[src/rtl/fetch_pc_pkg.sv]
package fetch_pc_pkg;
  typedef enum logic [1:0] {
    SRC_SEQ    = 2'd0,
    SRC_BRANCH = 2'd1,
    SRC_JUMP   = 2'd2
  } next_src_e;
endpackage

[src/rtl/fetch_pc_seq.sv]
module fetch_pc_seq #(
  parameter int ADDR_W = 32,
  parameter int STEP   = 4
) (
  input  logic [ADDR_W-1:0] pc_i,
  output logic [ADDR_W-1:0] pc_plus4_o
);
  localparam logic [ADDR_W-1:0] STEP_V = ADDR_W'(STEP);
  assign pc_plus4_o = pc_i + STEP_V;
endmodule

[src/rtl/fetch_pc_targets.sv]
module fetch_pc_targets #(
  parameter int ADDR_W  = 32,
  parameter int INSTR_W = 32,
  parameter int IMM_W   = 16,
  parameter int TGT_W   = 26
) (
  input  logic [ADDR_W-1:0]  pc_plus4_i,
  input  logic [INSTR_W-1:0] instr_i,
  output logic [ADDR_W-1:0]  br_tgt_o,
  output logic [ADDR_W-1:0]  jmp_tgt_o
);
  localparam int SX_W = ADDR_W - IMM_W - 2;
  localparam int HI_W = ADDR_W - TGT_W - 2;

  logic [IMM_W-1:0]  imm;
  logic [TGT_W-1:0]  tgt;
  logic [ADDR_W-1:0] br_off;
  logic              unused_op;

  assign imm       = instr_i[IMM_W-1:0];
  assign tgt       = instr_i[TGT_W-1:0];
  assign unused_op = ^instr_i[INSTR_W-1:TGT_W];

  // word-scaled, sign-extended offset
  assign br_off   = {{SX_W{imm[IMM_W-1]}}, imm, 2'b00};
  assign br_tgt_o = pc_plus4_i + br_off;

  generate
    if (HI_W > 0) begin : g_region
      assign jmp_tgt_o = {pc_plus4_i[ADDR_W-1 -: HI_W], tgt, 2'b00};
    end else begin : g_flat
      logic unused_pc;
      assign unused_pc = ^pc_plus4_i;
      assign jmp_tgt_o = ADDR_W'({tgt, 2'b00});
    end
  endgenerate
endmodule

[src/rtl/fetch_pc_select.sv]
module fetch_pc_select
  import fetch_pc_pkg::*;
#(
  parameter int ADDR_W = 32
) (
  input  logic              branch_sel_i,
  input  logic              jump_sel_i,
  input  logic              equal_i,
  input  logic [ADDR_W-1:0] seq_i,
  input  logic [ADDR_W-1:0] br_tgt_i,
  input  logic [ADDR_W-1:0] jmp_tgt_i,
  output next_src_e         src_o,
  output logic [ADDR_W-1:0] pc_next_o
);
  // jump outranks branch
  always_comb begin
    if (jump_sel_i)                   src_o = SRC_JUMP;
    else if (branch_sel_i && equal_i) src_o = SRC_BRANCH;
    else                              src_o = SRC_SEQ;
  end

  always_comb begin
    unique case (src_o)
      SRC_JUMP:   pc_next_o = jmp_tgt_i;
      SRC_BRANCH: pc_next_o = br_tgt_i;
      default:    pc_next_o = seq_i;
    endcase
  end
endmodule

[src/rtl/fetch_pc_unit.sv]
module fetch_pc_unit
  import fetch_pc_pkg::*;
#(
  parameter int          ADDR_W   = 32,
  parameter int          INSTR_W  = 32,
  parameter int          IMM_W    = 16,
  parameter int          TGT_W    = 26,
  parameter logic [31:0] RESET_PC = 32'h0000_0000
) (
  input  logic               clk_i,
  input  logic               rst_ni,
  input  logic [INSTR_W-1:0] instr_i,
  input  logic               branch_sel_i,
  input  logic               jump_sel_i,
  input  logic               equal_i,
  output logic [ADDR_W-1:0]  pc_o,
  output logic [ADDR_W-1:0]  pc_plus4_o
);
  localparam int SX_W = ADDR_W - IMM_W - 2;

  logic [ADDR_W-1:0] pc_q, pc_next, br_tgt, jmp_tgt;
  next_src_e         src;

  fetch_pc_seq #(.ADDR_W(ADDR_W), .STEP(4)) u_seq (
    .pc_i       (pc_q),
    .pc_plus4_o (pc_plus4_o)
  );

  fetch_pc_targets #(
    .ADDR_W(ADDR_W), .INSTR_W(INSTR_W), .IMM_W(IMM_W), .TGT_W(TGT_W)
  ) u_tgt (
    .pc_plus4_i (pc_plus4_o),
    .instr_i    (instr_i),
    .br_tgt_o   (br_tgt),
    .jmp_tgt_o  (jmp_tgt)
  );

  fetch_pc_select #(.ADDR_W(ADDR_W)) u_sel (
    .branch_sel_i (branch_sel_i),
    .jump_sel_i   (jump_sel_i),
    .equal_i      (equal_i),
    .seq_i        (pc_plus4_o),
    .br_tgt_i     (br_tgt),
    .jmp_tgt_i    (jmp_tgt),
    .src_o        (src),
    .pc_next_o    (pc_next)
  );

  always_ff @(posedge clk_i or negedge rst_ni) begin
    if (!rst_ni) pc_q <= ADDR_W'(RESET_PC);
    else         pc_q <= pc_next;
  end

  assign pc_o = pc_q;

  // one-edge-after-reset qualifier for $past-based checks
  logic armed_q;
  always_ff @(posedge clk_i or negedge rst_ni) begin
    if (!rst_ni) armed_q <= 1'b0;
    else         armed_q <= 1'b1;
  end

  logic [ADDR_W-1:0] chk_off;
  assign chk_off = {{SX_W{instr_i[IMM_W-1]}}, instr_i[IMM_W-1:0], 2'b00};


  seq_step_chk: assert property (@(posedge clk_i) disable iff (!rst_ni || !armed_q)
    (!$past(jump_sel_i) && !($past(branch_sel_i) && $past(equal_i)))
      |-> pc_o == $past(pc_o) + ADDR_W'(4));


  branch_tgt_chk: assert property (@(posedge clk_i) disable iff (!rst_ni || !armed_q)
    (!$past(jump_sel_i) && $past(branch_sel_i) && $past(equal_i))
      |-> pc_o == $past(pc_plus4_o) + $past(chk_off));


  jump_field_chk: assert property (@(posedge clk_i) disable iff (!rst_ni || !armed_q)
    $past(jump_sel_i) |-> pc_o[TGT_W+1:2] == $past(instr_i[TGT_W-1:0]));


  jump_wins_chk: assert property (@(posedge clk_i) disable iff (!rst_ni || !armed_q)
    ($past(jump_sel_i) && $past(branch_sel_i) && $past(equal_i))
      |-> src_is_jump_q);

  logic src_is_jump_q;
  always_ff @(posedge clk_i or negedge rst_ni) begin
    if (!rst_ni) src_is_jump_q <= 1'b0;
    else         src_is_jump_q <= (src == SRC_JUMP);
  end


  pc_align_chk: assert property (@(posedge clk_i) disable iff (!rst_ni)
    pc_o[1:0] == 2'b00);
endmodule

[config.mk]
export PLATFORM = sky130hd
export DESIGN_NAME = fetch_pc_unit
export DESIGN_NICKNAME = d
export VERILOG_FILES = /design/src/rtl/fetch_pc_pkg.sv /design/src/rtl/fetch_pc_seq.sv /design/src/rtl/fetch_pc_targets.sv /design/src/rtl/fetch_pc_select.sv /design/src/rtl/fetch_pc_unit.sv
export SDC_FILE = /design/constraint.sdc
export NUM_CORES = 1
export LEC_CHECK = 0
export ABC_CLOCK_PERIOD_IN_PS = 7800
export BUFFER_PORTS_ARGS = -buffer_cell sky130_fd_sc_hd__buf_2
export CAP_MARGIN = 40
export CORE_MARGIN = 5
export CORE_UTILIZATION = 30
export CTS_CLUSTER_DIAMETER = 80
export DETAILED_ROUTE_END_ITERATION = 8
export PLACE_DENSITY_LB_ADDON = 0.05
export SYNTH_ARGS = -nofsm -noshare
export SYNTH_HDL_FRONTEND = slang
export SYNTH_SLANG_ARGS = --single-unit
[constraint.sdc]
create_clock -name clk_i -period 7.8 [get_ports clk_i]
set_input_delay 0.78 -clock clk_i [delete_from_list [all_inputs] [get_ports clk_i]]
set_output_delay 0.78 -clock clk_i [all_outputs]
set_load 0.02 [all_outputs]
==> results of run 1 <==
==> where the power goes <==
part	total (mW)	leakage [nW]	internal, mW	switching (mW)
Combinational	0.637	1.55	0.246	0.391
Sequential	0.222	0.342	0.187	0.0353
Clock	0.196	0.0739	0.126	0.0700
==> final cells by class <==
class	count	area, um2
tap	143	179
multi-input combinational	393	2700
clock inverter	1	5.00
sequential	30	751
inverter	12	45.0
clock buffer	7	143
timing repair buffer	91	458
fill	1239	7240
==> layer usage <==
| metal | up-vias | global-route usage (%) | wire (um) |
|---|---|---|---|
| li1 | 1792 | - | - |
| met1 | 1688 | 23.5 | 6020 |
| met2 | 77 | 28.5 | 5570 |
| met3 | 11 | 2.46 | 391 |
| met4 | 0 | 4.42 | 175 |
| met5 | - | 0 | 0 |
==> cells by family after synthesis <==
logic type,count (synthesis),share of synthesized area (%)
flip-flops,30,21.1
adder cells (fa/ha/maj),37,13.2
XOR/XNOR,51,12.6
AND/OR/NAND/NOR,158,21.7
AO/OA/AOI/OAI,133,24.8
other,1,0.106
buffers and inverters,26,3.28
multiplexers,10,3.10
==> cell usage after synthesis, types with 3 or more instances <==
cell type	count
a211oi_1	5
a21o_1	14
a21oi_1	42
a31oi_1	5
and2_1	4
and3_1	7
and4_1	4
buf_2	3
buf_4	4
clkbuf_1	6
dfrtp_1	30
ha_1	36
inv_1	11
mux2_2	7
nand2_1	48
nand3_1	22
nand4_1	7
nor2_1	35
nor2b_1	5
nor3_1	7
o211ai_1	4
o21a_1	8
o21ai_0	24
o21bai_1	4
o22ai_1	3
or3_1	5
or3b_2	3
xnor2_1	29
xor2_1	22
==> final timing paths <==
| check | to |
|---|---|
| max | pc_o[29]$_DFF_PN0_ |
| min | pc_o[9]$_DFF_PN0_ |
| max reg2reg | pc_o[29]$_DFF_PN0_ |
| min reg2reg | pc_o[31]$_DFF_PN0_ |
| max in group asynchronous | pc_o[28]$_DFF_PN0_ |
| min in group clk_i | pc_o[31]$_DFF_PN0_ |
==> critical path, delay by kind of cell (launching register included) <==
| family | cells | cell delay [ps] |
|---|---|---|
| mux | 1 | 280 |
| fa+ha+maj | 2 | 610 |
| buf+inv | 1 | 150 |
| flops | 1 | 400 |
| simple gates | 5 | 1060 |
| compound gates | 4 | 770 |
| xor+xnor | 2 | 620 |
==> through the flow <==
| stage | power (mW) | util (%) | cell area, um2 | setup slack (ps) | instances |
|---|---|---|---|---|---|
| floorplan | 0.678 | - | 3560 | 4130 | 449 |
| global placement | 0.861 | 35.9 | 4130 | 3770 | 669 |
| detailed placement | 0.860 | 35.9 | 4130 | 3770 | 669 |
| CTS | 1.06 | 37.1 | 4280 | 3750 | 677 |
| global route | 1.14 | 37.1 | 4280 | 3450 | 677 |
| finish | 1.06 | 37.1 | 4280 | 3780 | 677 |
==> impl_table.tex, run 1 <==
\begin{tabular}{lr}
\hline
Metric & Value \\
\hline
\multicolumn{2}{l}{\textbf{Synth}} \\
Syn. warnings & 0 \\
Synth Cell Area & 3550 um2 \\
Gate count after technology mapping & 446 \\
Top cell type's share of synthesized area & 21.1\% \\
Part of the Yosys area used for sequential elements & 21.1\% \\
Post-synthesis average cell area & 7.96 um2 \\
Most area-hungry cell type in the Yosys netlist & dfrtp\_1 \\
Post-synth EDFFs & 0 \\
Post-synthesis async set-or-reset flop share & 100\% \\
Top cells by area, synth & dfrtp\_1 21\%, ha\_1 13\%, xnor2\_1 7.2\% \\
Count of distinct cell types in the synthesized netlist & 65 \\
Primary flip-flop cell chosen by synthesis mapping & dfrtp\_1 \\
Synth Register Bits & 30 \\
\multicolumn{2}{l}{\textbf{Cells and area}} \\
Signed area change from the synthesized netlist to the final layout & 20.4\% \\
Commonest non-fill, non-tap cells in the layout & 90 x buf\_2, 48 x nand2\_1, 42 x a21oi\_1 \\
N\_diodes & 0 \\
Share of final-layout standard cells stronger than drive strength 1 & 22.8\% \\
Final net count & 607 \\
Max reg flops & 30 \\
Most common cell after layout, fill and taps aside & buf\_2 \\
\multicolumn{2}{l}{\textbf{Worst setup path}} \\
Cells on worst reg2reg path & 15 \\
Required time of the critical path & 7960 ps \\
Register-to-Register Setup Slack & 3780 ps \\
Critical path type & reg -> reg \\
Ordered cell list for the critical path & ha\_1, nand2\_1, nor2\_1, nand2\_1, inv\_1, nand3\_1, xnor2\_1, ha\_1, a21oi\_1, o21ai\_0, or3\_1, a211oi\_1, o41ai\_1, xor2\_1, mux2\_2 \\
Max stage delay cell, worst path & xnor2\_1 \\
Worst setup SP type & register \\
Slowest stage delay, CP & 470 ps \\
Launching point of the worst reg2reg path & pc\_o[2]\$\_DFF\_PN0\_ \\
Data arrival time of the worst path & 4180 ps \\
Launch point of the worst path & pc\_o[2]\$\_DFF\_PN0\_ \\
Setup crit end kind & register \\
Worst-path fanout max & 5 \\
\multicolumn{2}{l}{\textbf{Die}} \\
Die area & 14100 um2 \\
Initial cell density of the core & 30.8\% \\
Top-Level Pins & 101 \\
Total number of placement rows & 39 \\
Core region area & 11500 um2 \\
Die span in y & 119 um \\
Die width & 119 um \\
\multicolumn{2}{l}{\textbf{Routing}} \\
Routed len/inst & 18.0 um \\
Violation count after the first detailed-routing iteration & 169 \\
Antenna viol nets, final & 0 \\
Detailed-route via count & 3568 \\
Sum of routed wire length over all layers & 12200 um \\
Drt drc & 0 \\
Via-per-instance ratio & 5.27 \\
Number of optimization iterations in the first detailed-route pass & 4 \\
\multicolumn{2}{l}{\textbf{Timing}} \\
Shortest clock period the worst path allows after layout & 4020 ps \\
Hold WS & 557 ps \\
Count of endpoints failing setup in the final report & 0 \\
Number of hold violations in the final report & 0 \\
Worst clock skew & 4.11 ps \\
Setup TNS & 0 ps \\
Slew Viols, Final & 0 \\
RSZ-0062 raised after global routing & no \\
Normalized max-slew margin & 46.3\% \\
Fmax achieved & 0.248 GHz \\
Pin slew with the least headroom to its limit & 805 ps \\
Final clock period utilization by the worst path & 51.6\% \\
\multicolumn{2}{l}{\textbf{Hold path}} \\
Path category of the worst min-delay check & in -> async \\
\multicolumn{2}{l}{\textbf{Clocking}} \\
CTS tree & yes \\
Clock transition at path regs & 50 ps \\
Clock buffers created by TritonCTS & 5 \\
Number of setup buffers added after CTS & 0 \\
Buffer type at the clock tree root & clkbuf\_16 \\
H-tree Lvls & 2 \\
CTS hold repair buffers & 0 \\
CTS Buffer Depth & 2 \\
Count of clock tree sinks & 30 \\
Skew-Pair Late Insertion Delay & 280 ps \\
CTS resizes & 0 \\
\multicolumn{2}{l}{\textbf{Flow run}} \\
Max-capacitance violation count & 0 \\
\multicolumn{2}{l}{\textbf{Place}} \\
Port bufs & 90 \\
Global placement routability congestion & 0.853 \\
Detailed placer's ending HPWL & 9800 um \\
\multicolumn{2}{l}{\textbf{Pwr}} \\
Highest ir drop seen on vdd & 0.0654 mV \\
Cell area power density & 247 nW/um2 \\
Leakage Power & 1.96 nW \\
\multicolumn{2}{l}{\textbf{Global routing}} \\
Congestion Overflow GR & 0 \\
Number of global-route vias before repair & 3698 \\
Wire length of the first global-routing pass & 19500 um \\
Antenna violations before repair & 0 \\
Largest net degree at the start of global routing & 31 \\
Total global routing track utilization & 17.2\% \\
\multicolumn{2}{l}{\textbf{Run status}} \\
Result of the run & finished, final reports clean \\
\hline
\end{tabular}
Power figures use the tool's default switching activity.
==> run 2: changes to the inputs <==
Settings changed: ABC_CLOCK_PERIOD_IN_PS 7800 to 3800.
Clock period 7.8 ns to 3.8 ns, I/O delays scaled along.
==> run 2 against run 1 <==
  * Sequential cell count is the same
  * Clock power increased by 110%
  * Setup slack worse by 3500 ps
  * First-iteration DRC count is 66% higher
  * Non-clock buffer count increased by 39
  * Clock skew shrank 1.6 ps
  * Via count rose by 6.2%
  * Utilization up 3.2 points
  * Power increased by 120%
  * Wire length up 6.4%
  * Critical path depth fell by 1
  * Clock-buffer cell count is the same
  * Critical endpoint is now pc_o[30]$_DFF_PN0_
  * Highest routed layer unchanged
==> impl_table.tex, run 2 (synthesis results as in run 1) <==
\begin{tabular}{lr}
\hline
Metric & Value \\
\hline
\multicolumn{2}{l}{\textbf{Run status}} \\
Result of the run & finished, final reports clean \\
\multicolumn{2}{l}{\textbf{Hold path}} \\
Path category of the worst min-delay check & in -> async \\
\multicolumn{2}{l}{\textbf{Cells and area}} \\
Area of all placed cells without fillers & 4650 um2 (+8.7\%) \\
Max reg flops & 30 (unchanged) \\
Share of final-layout standard cells stronger than drive strength 1 & 30.5\% (+7.7 points) \\
N\_diodes & 0 (unchanged) \\
Final net count & 646 (+6.4\%) \\
Signed area change from the synthesized netlist to the final layout & 30.8\% \\
Most common cell after layout, fill and taps aside & buf\_2 \\
Commonest non-fill, non-tap cells in the layout & 90 x buf\_2, 48 x nand2\_1, 41 x a21oi\_1 \\
\multicolumn{2}{l}{\textbf{Place}} \\
Global placement routability congestion & 0.865 (+1.5\%) \\
Placed Area & 4420 um2 (+7.1\%) \\
Worst-case setup slack after placement & 146 ps (-3620 ps) \\
Port bufs & 90 (unchanged) \\
Detailed placer's ending HPWL & 10300 um (+5.4\%) \\
\multicolumn{2}{l}{\textbf{Timing}} \\
Setup TNS & 0 ps (unchanged) \\
Fmax achieved & 0.282 GHz (+13\%) \\
RSZ-0062 raised after global routing & yes \\
Number of hold violations in the final report & 0 (unchanged) \\
Worst clock skew & 2.50 ps (-1.61 ps) \\
Slew Viols, Final & 0 (unchanged) \\
Shortest clock period the worst path allows after layout & 3550 ps (-479 ps) \\
Normalized max-slew margin & 46.8\% (+0.46 points) \\
Final clock period utilization by the worst path & 93.3\% (+42 points) \\
Pin slew with the least headroom to its limit & 796 ps (-8.77 ps) \\
Count of endpoints failing setup in the final report & 0 (unchanged) \\
Setup WS post-layout & 254 ps (-3520 ps) \\
\multicolumn{2}{l}{\textbf{Routing}} \\
Routed len/inst & 18.1 um (+0.57\%) \\
Number of optimization iterations in the first detailed-route pass & 6 (+2) \\
Highest metal layer with signal wires & met4 \\
Sum of routed wire length over all layers & 12900 um (+6.4\%) \\
Amount of wire on met3 after detailed routing & 554 um (+42\%) \\
Via-per-instance ratio & 5.29 (+0.44\%) \\
Drt drc & 0 (unchanged) \\
Violation count after the first detailed-routing iteration & 280 (+66\%) \\
Routed length on met1 & 6290 um (+4.4\%) \\
Met2 wire length & 5910 um (+6.1\%) \\
Detailed-route via count & 3790 (+6.2\%) \\
Antenna viol nets, final & 0 (unchanged) \\
\multicolumn{2}{l}{\textbf{Clocking}} \\
CTS hold repair buffers & 0 (unchanged) \\
Buffer type at the clock tree root & clkbuf\_16 \\
Count of clock tree sinks & 30 (unchanged) \\
H-tree Lvls & 2 (unchanged) \\
CTS tree & yes \\
CTS resizes & 0 (unchanged) \\
Skew-Pair Late Insertion Delay & 280 ps (about the same) \\
CTS Buffer Depth & 2 (unchanged) \\
Clock buffers created by TritonCTS & 5 (unchanged) \\
Clock transition at path regs & 50 ps (about the same) \\
Number of setup buffers added after CTS & 0 (unchanged) \\
\multicolumn{2}{l}{\textbf{Die}} \\
Initial cell density of the core & 30.8\% (unchanged) \\
Die width & 119 um (unchanged) \\
Die area & 14100 um2 (unchanged) \\
Core region area & 11500 um2 (unchanged) \\
Total number of placement rows & 39 (unchanged) \\
Die span in y & 119 um (unchanged) \\
Top-Level Pins & 101 (unchanged) \\
\multicolumn{2}{l}{\textbf{Worst setup path}} \\
Ordered cell list for the critical path & and4\_1, and3\_1, and2\_2, nand2\_2, nor2\_2, nand2\_1, xnor2\_1, ha\_1, or3\_1, o2111a\_1, a2111oi\_0, o21ai\_1, xnor2\_1, a21oi\_1 \\
Top Family by Delay on Critical Path & simple AND/OR/NAND/NOR gates \\
Critical path type & reg -> reg \\
CP most frequent cell & xnor2\_1 \\
Data arrival time of the worst path & 3700 ps (-480 ps) \\
Number of buffer and inverter stages on the critical path & 0 (-1) \\
Setup crit end kind & register \\
Worst setup SP type & register \\
Worst-path fanout max & 5 (unchanged) \\
Max stage delay cell, worst path & a2111oi\_0 \\
Required time of the critical path & 3960 ps (-4000 ps) \\
Slowest stage delay, CP & 400 ps (-70 ps) \\
\multicolumn{2}{l}{\textbf{Global routing}} \\
Largest net degree at the start of global routing & 31 (unchanged) \\
Congestion Overflow GR & 0 (unchanged) \\
Number of global-route vias before repair & 3937 (+6.5\%) \\
Antenna violations before repair & 0 (unchanged) \\
Total global routing track utilization & 18.4\% (+1.3 points) \\
Wire length of the first global-routing pass & 21000 um (+7.5\%) \\
\multicolumn{2}{l}{\textbf{Pwr}} \\
Highest ir drop seen on vdd & 0.157 mV (+140\%) \\
Leakage Power & 2.20 nW (+12\%) \\
Total power draw & 2.31 mW (+120\%) \\
Cell area power density & 498 nW/um2 (+100\%) \\
\multicolumn{2}{l}{\textbf{Flow run}} \\
Max-capacitance violation count & 0 (unchanged) \\
\hline
\end{tabular}
run 2: changes by cell type in the layout (fill, tap and decap cells not counted), sizes merged:
cell | previous run | this run
buf | 91 | 130
run 2: path summary, 6_finish.rpt:
path	cells after the start	slack [ps]	start	endpoint
setup / recovery	14	250	pc_o[11]$_DFF_PN0_	pc_o[30]$_DFF_PN0_
hold / removal	1	170	rst_ni	pc_o[11]$_DFF_PN0_
max in group asynchronous	1	3130	rst_ni	pc_o[20]$_DFF_PN0_
setup reg to reg	14	250	pc_o[11]$_DFF_PN0_	pc_o[30]$_DFF_PN0_
hold reg to reg	2	620	pc_o[31]$_DFF_PN0_	pc_o[31]$_DFF_PN0_
min in group clk_i	2	320	instr_i[2]	pc_o[4]$_DFF_PN0_
run 2: cell type report:
| type | instances | area (um2) |
|---|---|---|
| Clock buffer | 7 | 143 |
| Clock inverter | 1 | 5.00 |
| Timing Repair Buffer | 130 | 751 |
| Multi-Input combinational cell | 393 | 2770 |
| Fill cell | 1238 | 6870 |
| Inverter | 12 | 45.0 |
| Tap cell | 143 | 179 |
| Sequential cell | 30 | 751 |
run 2: power breakdown:
group / switching [mW] / total [mW] / leakage [nW] / internal, mW
combinational: 0.845 / 1.45 / 1.78 / 0.602
clock: 0.152 / 0.412 / 0.0739 / 0.260
sequential: 0.0720 / 0.456 / 0.342 / 0.384
run 2: per-stage QoR:
stage,hold WS [ps],cells,util [%]
2_1_floorplan,84.4,449,-
3_3_place_gp,499,708,38.4
3_5_place_dp,505,708,38.4
4_1_cts,201,716,39.7
5_1_grt,243,716,40.4
6_report,174,716,40.4
run 2: metal layers:
| metal | GRT usage, % | vias up |
|---|---|---|
| met3 | 2.09 | 9 |
| met2 | 29.7 | 90 |
| met5 | 0 | - |
| met4 | 5.00 | 0 |
| met1 | 26.1 | 1821 |
| li1 | - | 1870 |
==> run 3: changes to the inputs <==
Settings changed: ABC_CLOCK_PERIOD_IN_PS 3800 to 4500, CTS_BUF_LIST from default to sky130_fd_sc_hd__clkbuf_2 sky130_fd_sc_hd__clkbuf_4 sky130_fd_sc_hd__clkbuf_8, RECOVER_POWER from default to 50.
Clock period 3.8 ns to 4.5 ns, I/O delays scaled along.
==> run 3 against run 2 <==
  * The run now ends with max-capacitance violations, max-slew violations left
  * Via count fell by 5.4%
  * Utilization fell by 3.3 points
  * Die area did not move
  * Worst hold slack improved by 220 ps
  * Clock-buffer cell count did not move
  * Non-clock buffer count fell by 30
  * Final cell count fell by 4.2%
  * Sequential power fell by 15%
  * Clock power fell by 30%
  * Global-route usage fell by 1.2 points
  * Critical path type unchanged
  * Critical endpoint unchanged
  * Highest routed layer unchanged
==> impl_table.tex, run 3 (synthesis results as in run 1) <==
\begin{tabular}{lr}
\hline
Metric & Value \\
\hline
\multicolumn{2}{l}{\textbf{Run status}} \\
Result of the run & finished with violations \\
Failing checks & max-capacitance violations, max-slew violations \\
\multicolumn{2}{l}{\textbf{Clocking}} \\
Number of setup buffers added after CTS & 0 (unchanged) \\
H-tree Lvls & 2 (unchanged) \\
CTS hold repair buffers & 0 (unchanged) \\
Skew-Pair Late Insertion Delay & 280 ps (about the same) \\
CTS Buffer Depth & 2 (unchanged) \\
Clock transition at path regs & 70 ps (+20 ps) \\
Clock buffers created by TritonCTS & 5 (unchanged) \\
Buffer type at the clock tree root & clkbuf\_8 \\
Count of clock tree sinks & 30 (unchanged) \\
CTS resizes & 0 (unchanged) \\
CTS tree & yes \\
\multicolumn{2}{l}{\textbf{Pwr}} \\
Leakage Power & 1.91 nW (-13\%) \\
Cell area power density & 418 nW/um2 (-16\%) \\
Highest ir drop seen on vdd & 0.129 mV (-18\%) \\
\multicolumn{2}{l}{\textbf{Die}} \\
Die area & 14100 um2 (unchanged) \\
Initial cell density of the core & 30.8\% (unchanged) \\
Die span in y & 119 um (unchanged) \\
Core region area & 11500 um2 (unchanged) \\
Total number of placement rows & 39 (unchanged) \\
Top-Level Pins & 101 (unchanged) \\
Die width & 119 um (unchanged) \\
\multicolumn{2}{l}{\textbf{Global routing}} \\
Total global routing track utilization & 17.2\% (-1.2 points) \\
Wire length of the first global-routing pass & 19700 um (-6.3\%) \\
Number of global-route vias before repair & 3645 (-7.4\%) \\
Antenna violations before repair & 0 (unchanged) \\
Congestion Overflow GR & 0 (unchanged) \\
Largest net degree at the start of global routing & 31 (unchanged) \\
\multicolumn{2}{l}{\textbf{Timing}} \\
Count of endpoints failing setup in the final report & 0 (unchanged) \\
RSZ-0062 raised after global routing & no \\
Slew Viols, Final & 31 (+31) \\
Setup TNS & 0 ps (unchanged) \\
Normalized max-slew margin & -16.7\% (-64 points) \\
Worst clock skew & 6.18 ps (+3.68 ps) \\
Pin slew with the least headroom to its limit & 1750 ps (+955 ps) \\
Number of hold violations in the final report & 0 (unchanged) \\
Fmax achieved & 0.265 GHz (-5.9\%) \\
Shortest clock period the worst path allows after layout & 3770 ps (+224 ps) \\
Final clock period utilization by the worst path & 83.8\% (-9.5 points) \\
\multicolumn{2}{l}{\textbf{Worst setup path}} \\
Required time of the critical path & 4690 ps (+730 ps) \\
Critical path type & reg -> reg \\
Data arrival time of the worst path & 3960 ps (+260 ps) \\
Worst-path fanout max & 6 (+1) \\
Setup crit end kind & register \\
Worst setup SP type & register \\
\multicolumn{2}{l}{\textbf{Place}} \\
Placed insts & 678 (-4.2\%) \\
Placed Area & 4200 um2 (-5.1\%) \\
Detailed placer's ending HPWL & 9960 um (-3.6\%) \\
Global placement routability congestion & 0.821 (-5.1\%) \\
Port bufs & 90 (unchanged) \\
\multicolumn{2}{l}{\textbf{Hold path}} \\
Path category of the worst min-delay check & in -> reg \\
\multicolumn{2}{l}{\textbf{Routing}} \\
Via-per-instance ratio & 5.23 (-1.2\%) \\
Number of optimization iterations in the first detailed-route pass & 4 (-2) \\
Antenna viol nets, final & 0 (unchanged) \\
Routed len/inst & 18.0 um (-0.36\%) \\
Sum of routed wire length over all layers & 12300 um (-4.5\%) \\
Drt drc & 0 (unchanged) \\
Violation count after the first detailed-routing iteration & 176 (-37\%) \\
Detailed-route via count & 3587 (-5.4\%) \\
\multicolumn{2}{l}{\textbf{Cells and area}} \\
Commonest non-fill, non-tap cells in the layout & 59 x buf\_2, 48 x nand2\_1, 42 x a21oi\_1 \\
Area of all placed cells without fillers & 4270 um2 (-8.1\%) \\
Final net count & 616 (-4.6\%) \\
Share of final-layout standard cells stronger than drive strength 1 & 18.6\% (-12 points) \\
Combined area of the multi-input logic cells & 2700 um2 (-2.8\%) \\
Final-layout fill cell count & 1264 (+2.1\%) \\
Most common cell after layout, fill and taps aside & buf\_2 \\
Signed area change from the synthesized netlist to the final layout & 20.3\% \\
Post-Layout Cell Count & 686 (-4.2\%) \\
Max reg flops & 30 (unchanged) \\
Register area & 751 um2 (unchanged) \\
N\_diodes & 0 (unchanged) \\
\multicolumn{2}{l}{\textbf{Flow run}} \\
Max-capacitance violation count & 1 (+1) \\
\hline
\end{tabular}
==> run 3: changes by cell type in the layout (fill, tap and decap cells not counted), moves of 3 or more <==
cell	delta
clkbuf_16	-5
clkbuf_1	+30
a211oi_2	-3
buf_2	-31
clkbuf_8	+4
a211oi_1	+3
xnor2_2	-6
buf_4	-30
xnor2_1	+6
==> run 3: final cells by class <==
cell class,count,share of cell area (%)
flip-flops and latches,30,17.6
inverters,12,1.05
well taps,143,4.19
clock inverters,1,0.703
repair buffers,100,11.4
clock buffers,7,1.96
multi-input cells,393,63.1
==> run 3: per-layer routing <==
metal | global-route usage (%) | vias to the layer above | part of all wire, %
met5 | 0 | - | 0
met4 | 2.82 | 0 | 0.65
met3 | 1.94 | 4 | 2.7
met2 | 28.8 | 64 | 46
met1 | 24.3 | 1700 | 50
li1 | - | 1819 | -
==> run 3: worst max-delay path: stages (launching register included) <==
cell,delay [ps]
dfrtp_1,450
and4_1,250
and3_1,230
and2_1,290
nand2_2,130
nor2_2,170
nand2_1,80
xnor2_1,380
ha_1,380
and3_1,230
nand3_1,110
nor2_1,50
a2111oi_0,340
o21ai_0,210
xnor2_1,170
a21oi_1,210
==> run 3: report_power, final <==
part / switching, mW / internal, mW
Combinational: 0.684 / 0.427
Sequential: 0.0651 / 0.323
Clock: 0.110 / 0.178
Total: 0.859 / 0.928
==> run 3: stage by stage <==
stage,setup slack [ps],total power [mW],util [%],hold WS [ps]
floorplan,826,1.18,-,154
detailed placement,729,1.51,36.4,559
global route,372,1.93,37.1,394
finish,730,1.79,37.1,398
global placement,691,1.51,36.4,556
CTS,691,1.81,37.4,253
==> run 3: worst paths after layout <==
| path | start | to | slack [ps] | cells after the start |
|---|---|---|---|---|
| max in group asynchronous | rst_ni | pc_o[20]$_DFF_PN0_ | 2860 | 1 |
| min reg2reg | pc_o[31]$_DFF_PN0_ | pc_o[31]$_DFF_PN0_ | 620 | 2 |
| max | pc_o[9]$_DFF_PN0_ | pc_o[30]$_DFF_PN0_ | 730 | 15 |
| max reg2reg | pc_o[9]$_DFF_PN0_ | pc_o[30]$_DFF_PN0_ | 730 | 15 |
| min in group asynchronous | rst_ni | pc_o[12]$_DFF_PN0_ | 620 | 1 |
| min | instr_i[2] | pc_o[4]$_DFF_PN0_ | 400 | 2 |
